<file path="config.mk">
export PLATFORM = sky130hd
export DESIGN_NAME = reload_timer16
export DESIGN_NICKNAME = d
export VERILOG_FILES = /design/src/rtl/rtimer_pkg.sv /design/src/rtl/timer_ctrl.sv /design/src/rtl/timer_dp.sv /design/src/rtl/reload_timer16.sv
export SDC_FILE = /design/constraint.sdc
export NUM_CORES = 1
export LEC_CHECK = 0
export ABC_AREA = 0
export BUFFER_PORTS_ARGS = -buffer_cell sky130_fd_sc_hd__buf_4
export CAP_MARGIN = 20
export CORE_ASPECT_RATIO = 0.75
export CORE_UTILIZATION = 35
export DETAILED_ROUTE_END_ITERATION = 10
export GPL_ROUTABILITY_DRIVEN = 0
export PLACE_DENSITY = 0.51
export SLEW_MARGIN = 20
export SYNTH_ARGS = -nofsm -noshare
export SYNTH_HDL_FRONTEND = slang
export SYNTH_SLANG_ARGS = --single-unit
</file>
<file path="constraint.sdc">
create_clock -name clk -period 1.94 [get_ports clk]
set_input_delay 0.194 -clock clk [delete_from_list [all_inputs] [get_ports clk]]
set_output_delay 0.194 -clock clk [all_outputs]
set_load 0.02 [all_outputs]
</file>
<file path="src/rtl/rtimer_pkg.sv">
package rtimer_pkg;
  typedef struct packed {
    logic tick;      // advance the live count this cycle
    logic wrLo;      // bus write to the low byte address
    logic wrHi;      // bus write to the high byte address
    logic copyLive;  // bus writes also reach the live count
  } tmrStrobe_t;
endpackage

</file>
<file path="src/rtl/timer_ctrl.sv">
module timer_ctrl
  import rtimer_pkg::*;
#(
  parameter int SLOW_DIV = 12
) (
  input  logic       clk,
  input  logic       rstN,
  input  logic [1:0] busAddr,
  input  logic       busWrEn,
  input  logic [7:0] busWrData,
  input  logic       extPin,
  input  logic       intClr,
  input  logic       ovf,
  output tmrStrobe_t stb,
  output logic       runBit,
  output logic       extSel,
  output logic       fastRate,
  output logic       flag
);
  localparam int PRE_W = (SLOW_DIV > 1) ? $clog2(SLOW_DIV) : 1;

  logic wrCtrl;
  logic syncA, syncB, syncPrev;
  logic extFall;
  logic slowTick;

  assign wrCtrl = busWrEn && (busAddr == 2'd2);

  always_ff @(posedge clk) begin
    if (!rstN) begin
      runBit   <= 1'b0;
      extSel   <= 1'b0;
      fastRate <= 1'b0;
    end else if (wrCtrl) begin
      runBit   <= busWrData[0];
      extSel   <= busWrData[1];
      fastRate <= busWrData[2];
    end
  end

  // overflow has priority over any clear
  always_ff @(posedge clk) begin
    if (!rstN)                                   flag <= 1'b0;
    else if (ovf)                                flag <= 1'b1;
    else if (intClr || (wrCtrl && !busWrData[3])) flag <= 1'b0;
  end

  always_ff @(posedge clk) begin
    if (!rstN) begin
      syncA    <= 1'b0;
      syncB    <= 1'b0;
      syncPrev <= 1'b0;
    end else begin
      syncA    <= extPin;
      syncB    <= syncA;
      syncPrev <= syncB;
    end
  end
  assign extFall = syncPrev && !syncB;

  generate
    if (SLOW_DIV > 1) begin : g_pre
      logic [PRE_W-1:0] preCnt;
      always_ff @(posedge clk) begin
        if (!rstN || !runBit)                   preCnt <= '0;
        else if (preCnt == PRE_W'(SLOW_DIV-1))  preCnt <= '0;
        else                                    preCnt <= preCnt + 1'b1;
      end
      assign slowTick = runBit && (preCnt == PRE_W'(SLOW_DIV-1));
    end else begin : g_nopre
      assign slowTick = runBit;
    end
  endgenerate

  always_comb begin
    stb.wrLo     = busWrEn && (busAddr == 2'd0);
    stb.wrHi     = busWrEn && (busAddr == 2'd1);
    stb.copyLive = !runBit;
    if (!runBit)       stb.tick = 1'b0;
    else if (extSel)   stb.tick = extFall;
    else if (fastRate) stb.tick = 1'b1;
    else               stb.tick = slowTick;
  end
endmodule

</file>
<file path="src/rtl/timer_dp.sv">
module timer_dp
  import rtimer_pkg::*;
#(
  parameter int BYTE_W = 8
) (
  input  logic                clk,
  input  logic                rstN,
  input  tmrStrobe_t          stb,
  input  logic [BYTE_W-1:0]   wrData,
  output logic [2*BYTE_W-1:0] count,
  output logic [2*BYTE_W-1:0] reload,
  output logic                ovf
);
  localparam int CNT_W = 2 * BYTE_W;

  logic [1:0][BYTE_W-1:0] reloadLanes;
  logic [1:0]             laneWr;
  logic [CNT_W-1:0]       nextCount;

  assign laneWr = {stb.wrHi, stb.wrLo};

  generate
    for (genvar b = 0; b < 2; b++) begin : g_lane
      always_ff @(posedge clk) begin
        if (!rstN)          reloadLanes[b] <= '0;
        else if (laneWr[b]) reloadLanes[b] <= wrData;
      end
    end
  endgenerate
  assign reload = reloadLanes;

  assign ovf = stb.tick && (count == '1);

  always_comb begin
    nextCount = count;
    if (stb.tick) begin
      nextCount = ovf ? reload : count + 1'b1;
    end else if (stb.copyLive) begin
      if (stb.wrLo) nextCount[BYTE_W-1:0]     = wrData;
      if (stb.wrHi) nextCount[CNT_W-1:BYTE_W] = wrData;
    end
  end

  always_ff @(posedge clk) begin
    if (!rstN) count <= '0;
    else       count <= nextCount;
  end
endmodule

</file>
<file path="src/rtl/reload_timer16.sv">
module reload_timer16
  import rtimer_pkg::*;
#(
  parameter int BYTE_W   = 8,
  parameter int SLOW_DIV = 12
) (
  input  logic              clk,
  input  logic              rstN,
  input  logic [1:0]        busAddr,
  input  logic              busWrEn,
  input  logic [BYTE_W-1:0] busWrData,
  output logic [BYTE_W-1:0] busRdData,
  input  logic              extPin,
  input  logic              intClr,
  output logic              irq
);
  localparam int CNT_W = 2 * BYTE_W;

  tmrStrobe_t       stb;
  logic             runBit, extSel, fastRate, flag, ovf;
  logic [CNT_W-1:0] liveCount, reloadVal;

  timer_ctrl #(.SLOW_DIV(SLOW_DIV)) u_ctrl (
    .clk(clk), .rstN(rstN), .busAddr(busAddr), .busWrEn(busWrEn),
    .busWrData(busWrData[7:0]), .extPin(extPin), .intClr(intClr), .ovf(ovf),
    .stb(stb), .runBit(runBit), .extSel(extSel), .fastRate(fastRate), .flag(flag)
  );

  timer_dp #(.BYTE_W(BYTE_W)) u_dp (
    .clk(clk), .rstN(rstN), .stb(stb), .wrData(busWrData),
    .count(liveCount), .reload(reloadVal), .ovf(ovf)
  );

  always_comb begin
    case (busAddr)
      2'd0:    busRdData = liveCount[BYTE_W-1:0];
      2'd1:    busRdData = liveCount[CNT_W-1:BYTE_W];
      2'd2:    busRdData = BYTE_W'({flag, fastRate, extSel, runBit});
      default: busRdData = '0;
    endcase
  end

  assign irq = flag;
endmodule

</file>
==> Word level (Yosys, flattened, before mapping) <==
Cells that the tools add are included.
{ "word_totals": {"ff_bits": 43, "inputBits": 15, "output_inout_bits": 9, "wordCells": 50} }
{ "classes": {"add_sub_neg": 2, "eq_ne": 5, "n_mux": 11, "reduce_logical": 20} }
{ "ops": {"columns": ["operator", "count"], "rows": [
  ["$mux 16", 3],
  ["$pmux 8 s3", 1],
  ["$add 16x1->16 const B", 1],
  ["$eq 16x16->1 const B", 1],
  ["$mux 8", 2],
  ["$logic_and 1x1->1", 7],
  ["$reduce_bool 2->1", 3],
  ["$mux 1", 5],
  ["$add 4x1->4 const B", 1],
  ["$eq 4x4->1 const B", 1],
  ["$logic_not 1->1", 4],
  ["$reduce_and 2->1", 2],
  ["$eq 2x1->1 const B", 1],
  ["$eq 2x2->1 const B", 1],
  ["$logic_not 2->1", 1],
  ["$logic_or 1x1->1", 2],
  ["$ne 2x1->1 const B", 1],
  ["$reduce_or 2->1", 1]
]} }

==> Logic depth before layout (Yosys ltp) <==
Gate-level depths: netlist of run 1.
{ "logic_depth": {"word_depth": 8, "mapped_depth": 7, "mapped_depth_nobuf": 6} }

==> Hierarchy <==
A second synthesis of run 1 with hierarchy kept.
{ "hier_totals": {"cells_unflattened": 271, "area_unflattened_um2": 2433.6} }
{ "by_module_without_submodules": {"columns": ["module", "n_inst", "cells_per_inst", "area_each_um2", "seq_area_each_um2"], "rows": [
  ["timer_dp", 1, 206, 1833.0, 640.6],
  ["timer_ctrl", 1, 46, 434.2, 220.2],
  ["reload_timer16", 1, 19, 166.4, 0.0]
]} }

==> Worst setup path before layout of run 1 <==
Ideal clock, no wire load.
{ "synth_path": {"path_kind": "register -> register", "start": "register u_dp.count[0]", "end": "register u_dp.count[9]", "setup_ns": 0.122, "arrival_time_ns": 1.683, "required_ns": 1.818, "path_slack_ns": 0.136, "stages_incl_launch_ff": 8, "n_path_buf": 1, "period_less_slack_ns": 1.804, "path_cell_list": "dfxtp_1 -> ha_1 -> nand3_2 -> or2_1 -> buf_6 -> nor3_1 -> a32oi_1 -> o311a_1"} }
{ "synth_via": {"elab_chain_cells": 4, "elab_cells_between_ends": 5, "classes_between": "add/sub (1); eq/ne (1); mux (2); reduce/logical (1)"} }
{ "synth_rtl": {"columns": ["item", "line", "text"], "rows": [
  ["from (decl)", "timer_dp.sv:10", "output logic [2*BYTE_W-1:0] count,"],
  ["from (signal assigned)", "timer_dp.sv:46", "else count <= nextCount;"],
  ["branches (longest 2 deep; another with $add 16x1->16)", null, null],
  ["$mux 16 (*)", "timer_dp.sv:37", "nextCount = ovf ? reload : count + 1'b1;"],
  ["$mux 16 (*)", "timer_dp.sv:36", "if (stb.tick) begin"]
]} }
Every way passes the cells marked *.
A chain may end at the register's enable or synchronous reset.

==> Final worst setup path of run 1 <==
{ "layout_path": {"start": "register u_ctrl.g_pre.preCnt[0]", "end": "register u_dp.count[10]"} }
{ "layout_via": {"elab_chain_cells": 8, "elab_cells_between_ends": 11, "classes_between": "eq/ne (2); mux (5); reduce/logical (4)"} }
{ "layout_rtl": {"columns": ["item", "line", "text"], "rows": [
  ["from (decl)", "timer_ctrl.sv:63", "logic [PRE_W-1:0] preCnt;"],
  ["from (signal assigned)", "timer_ctrl.sv:67", "else preCnt <= preCnt + 1'b1;"],
  ["$eq 4x4->1 (*)", "timer_ctrl.sv:69", "assign slowTick = runBit && (preCnt == PRE_W'(SLOW_DIV-1));"],
  ["$logic_and 1x1->1 (*)", "timer_ctrl.sv:69", null],
  ["$mux 1 (*)", "timer_ctrl.sv:81", "else if (fastRate) stb.tick = 1'b1;"],
  ["$mux 1 (*)", "timer_ctrl.sv:80", "else if (extSel) stb.tick = extFall;"],
  ["$mux 1 (*)", "timer_ctrl.sv:79", "if (!runBit) stb.tick = 1'b0;"],
  ["$logic_and 1x1->1", "timer_dp.sv:32", "assign ovf = stb.tick && (count == '1);"],
  ["$mux 16", "timer_dp.sv:37", null],
  ["$mux 16", "timer_dp.sv:36", null]
]} }
Every way passes the cells marked *; elsewhere a longest branch is shown, timed or not.

==> results.toml, run 1 <==
[finish]
num-nets-final = 315
drive_gt1_frac = 0.201
fin_area_um2 = 2770
area_growth_pct = 20.1
diodes = 0
fin_cells = 380

[routing]
ant_nets = 0
wl_um = 6380
vias = 2063
firstDrtPassIters = 4
avgRoutedWirePerCell_um = 16.8
drt-initial-drc-count = 162
vias_per_cell = 5.43
drc = 0

[min_path]
hold_path.class = "in2reg"
min_path_cells = 2

[yosys]
yosysTopAreaCellShare = 0.374
synth_common_cells = "dfxtp_1, mux2i_1, nand2_1"
synthCells = 265
synthTopCellsByArea = "dfxtp_1, mux2i_1, nor2b_1"
synth_warnings = 0
synthFlopType = "dfxtp_1"
async_reset_ff_frac = 0
synth-edff-count = 0
synth_area_leader_cell = "dfxtp_1"
synth.most_common_cell = "dfxtp_1"
synth_nets = 282
synth_seq_cells = 43
synthDistinctLibCells = 47
yosysSeqAreaShare = 0.374
syn_area_per_cell_um2 = 8.69
syn-cell-area_um2 = 2300

[timing]
setup_viol = 0
min_period_over_period = 0.937
slew_violations = 0
relSlewSlack = 0.659
finalSetupTns_ps = 0
worst_slew_pin_slew_ps = 506
finalCriticalPeriod_ps = 1820
fmax_ghz = 0.550
setup_ws_ps = 122
hold_violations = 0
finalClockSkew_ps = 6.83
rsz0062_at_grt = "true"

[placed_design]
port_buffers = 23
hpwl_um = 4570
dp_slack_ps = 73.0
placed_area_um2 = 2640
post-place-cells = 372

[critical_path]
r2r_cells = 6
crit_buf_inv = 0
cp_top_family = "compound AO/OA/AOI/OAI gates"
crit_path_max_incr_delay_ps = 370
required_ps = 2120
cp_max_fo = 3
start_kind = "flop"
cpMaxStageDelayCell = "nor3_1"
cp.depth = 6
crit_path_cell_trace = "ha_1 > nand3b_1 > a221o_1 > nor3_1 > a21boi_1 > a211oi_1"
critPathCaptureType = "flop"
crit_arrival_ps = 2000
crit_type = "reg2reg"

[grt]
met2_usage = 0.284
overflow = 0
met1_usage = 0.301
gr-usage-all-layers = 0.200
top_usage_layer = "met1"
grt_max_degree = 23
grt_pass1_vias = 1876
antenna_found_initial = 0
met3_usage = 0.0419
grt_first_pass_wirelength_um = 10300

[power_and_ir_drop]
power.switching_mw = 0.456
power.total_mw = 1.88
peakVddDrop_uv = 232
p_int_mw = 1.42
seq_power_share = 0.500
comb_power_share = 0.105
p_sw_frac = 0.243
p_clk_frac = 0.394
p_leak_nw = 1.13
p_per_area_nw_per_um2 = 679

[clock_network]
cts_made_buffers = 5
cts_setup_buffers = 0
root_buffer = "clkbuf_8"
htree_levels = 2
tritoncts = "done"
clk_pin_slew_ps = 80
cts.path.max_buffers = 2
clk_latency_ps = 300
clock-sinks = 43

[floorplanning]
core.rowCount = 25
die_w_um = 95.7
die_area_um2 = 6910
die_y_um = 72.3
start_util = 0.365
core-area_um2 = 6320
io_pins = 24

[outcome]
status = "finished clean"

[job]
drv_cap = 0
==> per-layer routing <==
metal	part of all wire	wire (um)	up-vias
li1	-	-	1018
met1	0.52	3310	980
met2	0.42	2660	58
met3	0.053	336	7
met4	0.012	77	0
met5	0	0	-
==> area by class of cell <==
cell class / instances / area [um^2]
fill: 641 / 3550
multi-input combinational: 205 / 1380
sequential: 43 / 862
timing repair buffer: 39 / 293
tap: 81 / 101
clock buffer: 6 / 82.6
clock inverter: 2 / 35.0
inverter: 4 / 15.0
==> registers in the layout, indices dropped and copies added (netlist names) <==
register / flops
u_dp.count: 16
u_dp.reload: 16
u_ctrl.g_pre.preCnt: 4
u_ctrl.extSel: 1
u_ctrl.fastRate: 1
u_ctrl.flag: 1
u_ctrl.runBit: 1
u_ctrl.syncA: 1
u_ctrl.syncB: 1
u_ctrl.syncPrev: 1
==> what timing repair did <==
item,4_1_cts,5_1_grt
resized for setup,0,3
hold buffers,0,0
endpoints found under the setup margin,0,11
==> cell usage in the layout (no fill, tap or decap), types with 4 or more instances in the layout <==
master | netlist | final
xor2_1 | 6 | 6
o21ai_0 | 15 | 15
nor2_1 | 21 | 21
and2_1 | 5 | 5
mux2i_1 | 32 | 32
nor2b_1 | 18 | 18
nand3_1 | 11 | 11
and3_1 | 4 | 4
inv_1 | 4 | 4
a21oi_1 | 11 | 11
o32ai_1 | 4 | 4
buf_4 | 0 | 39
clkbuf_8 | 0 | 6
nor3_1 | 7 | 7
nand2_1 | 24 | 24
dfxtp_1 | 43 | 42
==> per-stage QoR <==
stage | util | hold slack (ps)
CTS | 0.437 | 89.5
floorplan | - | 321
finish | 0.438 | 92.1
global route | 0.438 | 104
global placement | 0.418 | 403
detailed placement | 0.418 | 408
==> worst reg2reg max path, delay by kind of cell, from the launching register on <==
family,cells,cell delay (ps)
compound gates,3,640
simple gates,2,510
flops,1,360
fa+ha+maj,1,190
==> power groups by stage <==
stage	sequential (mW)	combinational (mW)	clock [mW]
after global routing	0.944	0.215	0.799
after detailed placement	0.960	0.198	0
after floorplan	0.952	0.119	0
after global placement	0.960	0.197	0
final	0.940	0.198	0.740
after CTS	0.939	0.198	0.757
==> cell families after synthesis <==
group / share of synthesized area
xor+xnor: 0.0342
simple gates: 0.240
buf+inv: 0.0326
compound gates: 0.160
mux: 0.149
fa+ha+maj: 0.0109
flops: 0.374
==> path summary, 6_finish.rpt <==
| kind | start | end | slack, ps |
|---|---|---|---|
| min reg2reg | u_ctrl.syncA$_SDFF_PN0_ | u_ctrl.syncB$_SDFF_PN0_ | 440 |
| max | u_ctrl.g_pre.preCnt[0]$_SDFF_PP0_ | u_dp.count[10]$_SDFFE_PN0P_ | 120 |
| min | extPin | u_ctrl.syncA$_SDFF_PN0_ | 90 |
| max reg2reg | u_ctrl.g_pre.preCnt[0]$_SDFF_PP0_ | u_dp.count[10]$_SDFFE_PN0P_ | 120 |
Note: power is estimated with default switching activity, not from simulation.
==> run 2: changes to the inputs <==
- CORE_MARGIN: not set -> 8
==> run 2 against run 1 <==
  * Final cell count is 0.79% higher
  * Critical path depth shrank 1
  * Largest cell class unchanged
  * Total power is 11% lower
  * First-iteration DRC count decreased by 14%
  * Routed wire length rose by 4.1%
  * Via count about the same
  * Setup slack better by 14 ps
  * Die area grew 37%
  * Sequential cell count unchanged
  * Critical endpoint is now u_dp.count[9]$_SDFFE_PN0P_
  * Clock skew is essentially flat
  * Sequential power is essentially flat
  * Critical path type unchanged
  * Largest power group unchanged
  * Non-clock buffer count increased by 5
==> results.toml, run 2 (synthesis results as in run 1) <==
[outcome]
status = "finished clean"

[grt]
antenna_found_initial = 0
overflow = 0
grt_pass1_vias = 1969
grt_max_degree = 38
grt_first_pass_wirelength_um = 10700
gr-usage-all-layers = 0.144

[critical_path]
start_kind = "flop"
worstReg2RegStart = "u_ctrl.g_pre.preCnt[0]$_SDFF_PP0_"
crit_path_start = "u_ctrl.g_pre.preCnt[0]$_SDFF_PP0_"
crit_type = "reg2reg"
cp_max_fo = 11
critPathCaptureType = "flop"
required_ps = 2110
crit_arrival_ps = 1980

[routing]
vias_per_cell = 5.39
wl_um = 6640
avgRoutedWirePerCell_um = 17.3
ant_nets = 0
drt-initial-drc-count = 139
drc = 0
firstDrtPassIters = 4
vias = 2065

[job]
drv_cap = 0

[finish]
diodes = 0
layout_commonest_cell = "buf_4"
layout_common_cells = "buf_4, dfxtp_1, mux2i_1"
finish.utilization = 0.435
fillers = 654
area_growth_pct = 19.8
drive_gt1_frac = 0.202
num-nets-final = 320

[clock_network]
cts_made_buffers = 5
clk_latency_ps = 290
cts-hold-fix-buffers = 0
root_buffer = "clkbuf_8"
tritoncts = "done"
clock-sinks = 43
cts.path.max_buffers = 2
htree_levels = 2
clk_pin_slew_ps = 80

[timing]
hold_violations = 0
finalSetupTns_ps = 0
setup_viol = 0
relSlewSlack = 0.651
slew_violations = 0
worst_slew_pin_slew_ps = 523
min_period_over_period = 0.930
finalCriticalPeriod_ps = 1800
finalClockSkew_ps = 6.41
fmax_ghz = 0.554
rsz0062_at_grt = "false"

[floorplanning]
die_w_um = 110
core.rowCount = 25
core-area_um2 = 6350
die_y_um = 86.3
start_util = 0.363
die_area_um2 = 9460
io_pins = 24

[power_and_ir_drop]
peakVddDrop_uv = 342
p_per_area_nw_per_um2 = 604
p_leak_nw = 1.13
power.total_mw = 1.67

[placed_design]
port_buffers = 23
hpwl_um = 4770

[min_path]
hold_path.class = "in2reg"
hp-start = "extPin"
[run 2: changes by cell type in the layout (fill, tap and decap cells not counted), sizes merged]
| cell | delta |
|---|---|
| buf | +5 |
| bufinv | -1 |
| clkinv | -1 |
[run 2: routing by layer]
metal,part of all wire,GRT usage,up-vias
met5,0,0,-
met3,0.056,0.0297,4
met2,0.42,0.204,51
met4,0.0080,0.0257,0
met1,0.51,0.217,988
li1,-,-,1022
[run 2: through the flow]
stage                     instance area, um^2  hold slack, ps  std cells  worst slack, ps
after floorplan                          2300             321        265              136
after global placement                   2660             405        374              110
after detailed placement                 2660             407        374             44.0
after CTS                                2730             107        380             10.1
after global routing                     2760             107        383             29.8
final                                    2760             114        383              136
[run 2: final cells by class]
class	count	area, um^2	area share
Clock buffer	6	72.6	0.0263
Inverter	4	15.0	0.00544
Multi-Input combinational cell	205	1380	0.500
Sequential cell	43	861	0.312
Tap cell	81	101	0.0367
Timing Repair Buffer	44	330	0.120
[run 2: repair_timing]
item                                    in CTS  in global routing
resized for setup                            0                  2
endpoints found under the setup margin       0                  7
setup buffers                                0                  3
[run 2: worst paths after layout]
check / slack, ps / depth (start not counted) / to
worst min-delay path: 110 / 2 / u_ctrl.syncA$_SDFF_PN0_
worst max-delay path: 140 / 5 / u_dp.count[9]$_SDFFE_PN0P_
worst max register to register: 140 / 5 / u_dp.count[9]$_SDFFE_PN0P_
worst min register to register: 440 / 1 / u_ctrl.syncB$_SDFF_PN0_
[run 2: report_power, final]
part | switching [mW] | leakage, nW | internal (mW) | total, mW
Combinational | 0.109 | 0.746 | 0.0957 | 0.205
Clock | 0.285 | 0.0371 | 0.241 | 0.525
Sequential | 0.0265 | 0.350 | 0.911 | 0.938
[run 2: critical path: stages, from the launching register on]
cell and delay (ps):
dfxtp_1 360, ha_1 190, nand3b_1 130, a221o_1 440, buf_4 230, o311a_1 350
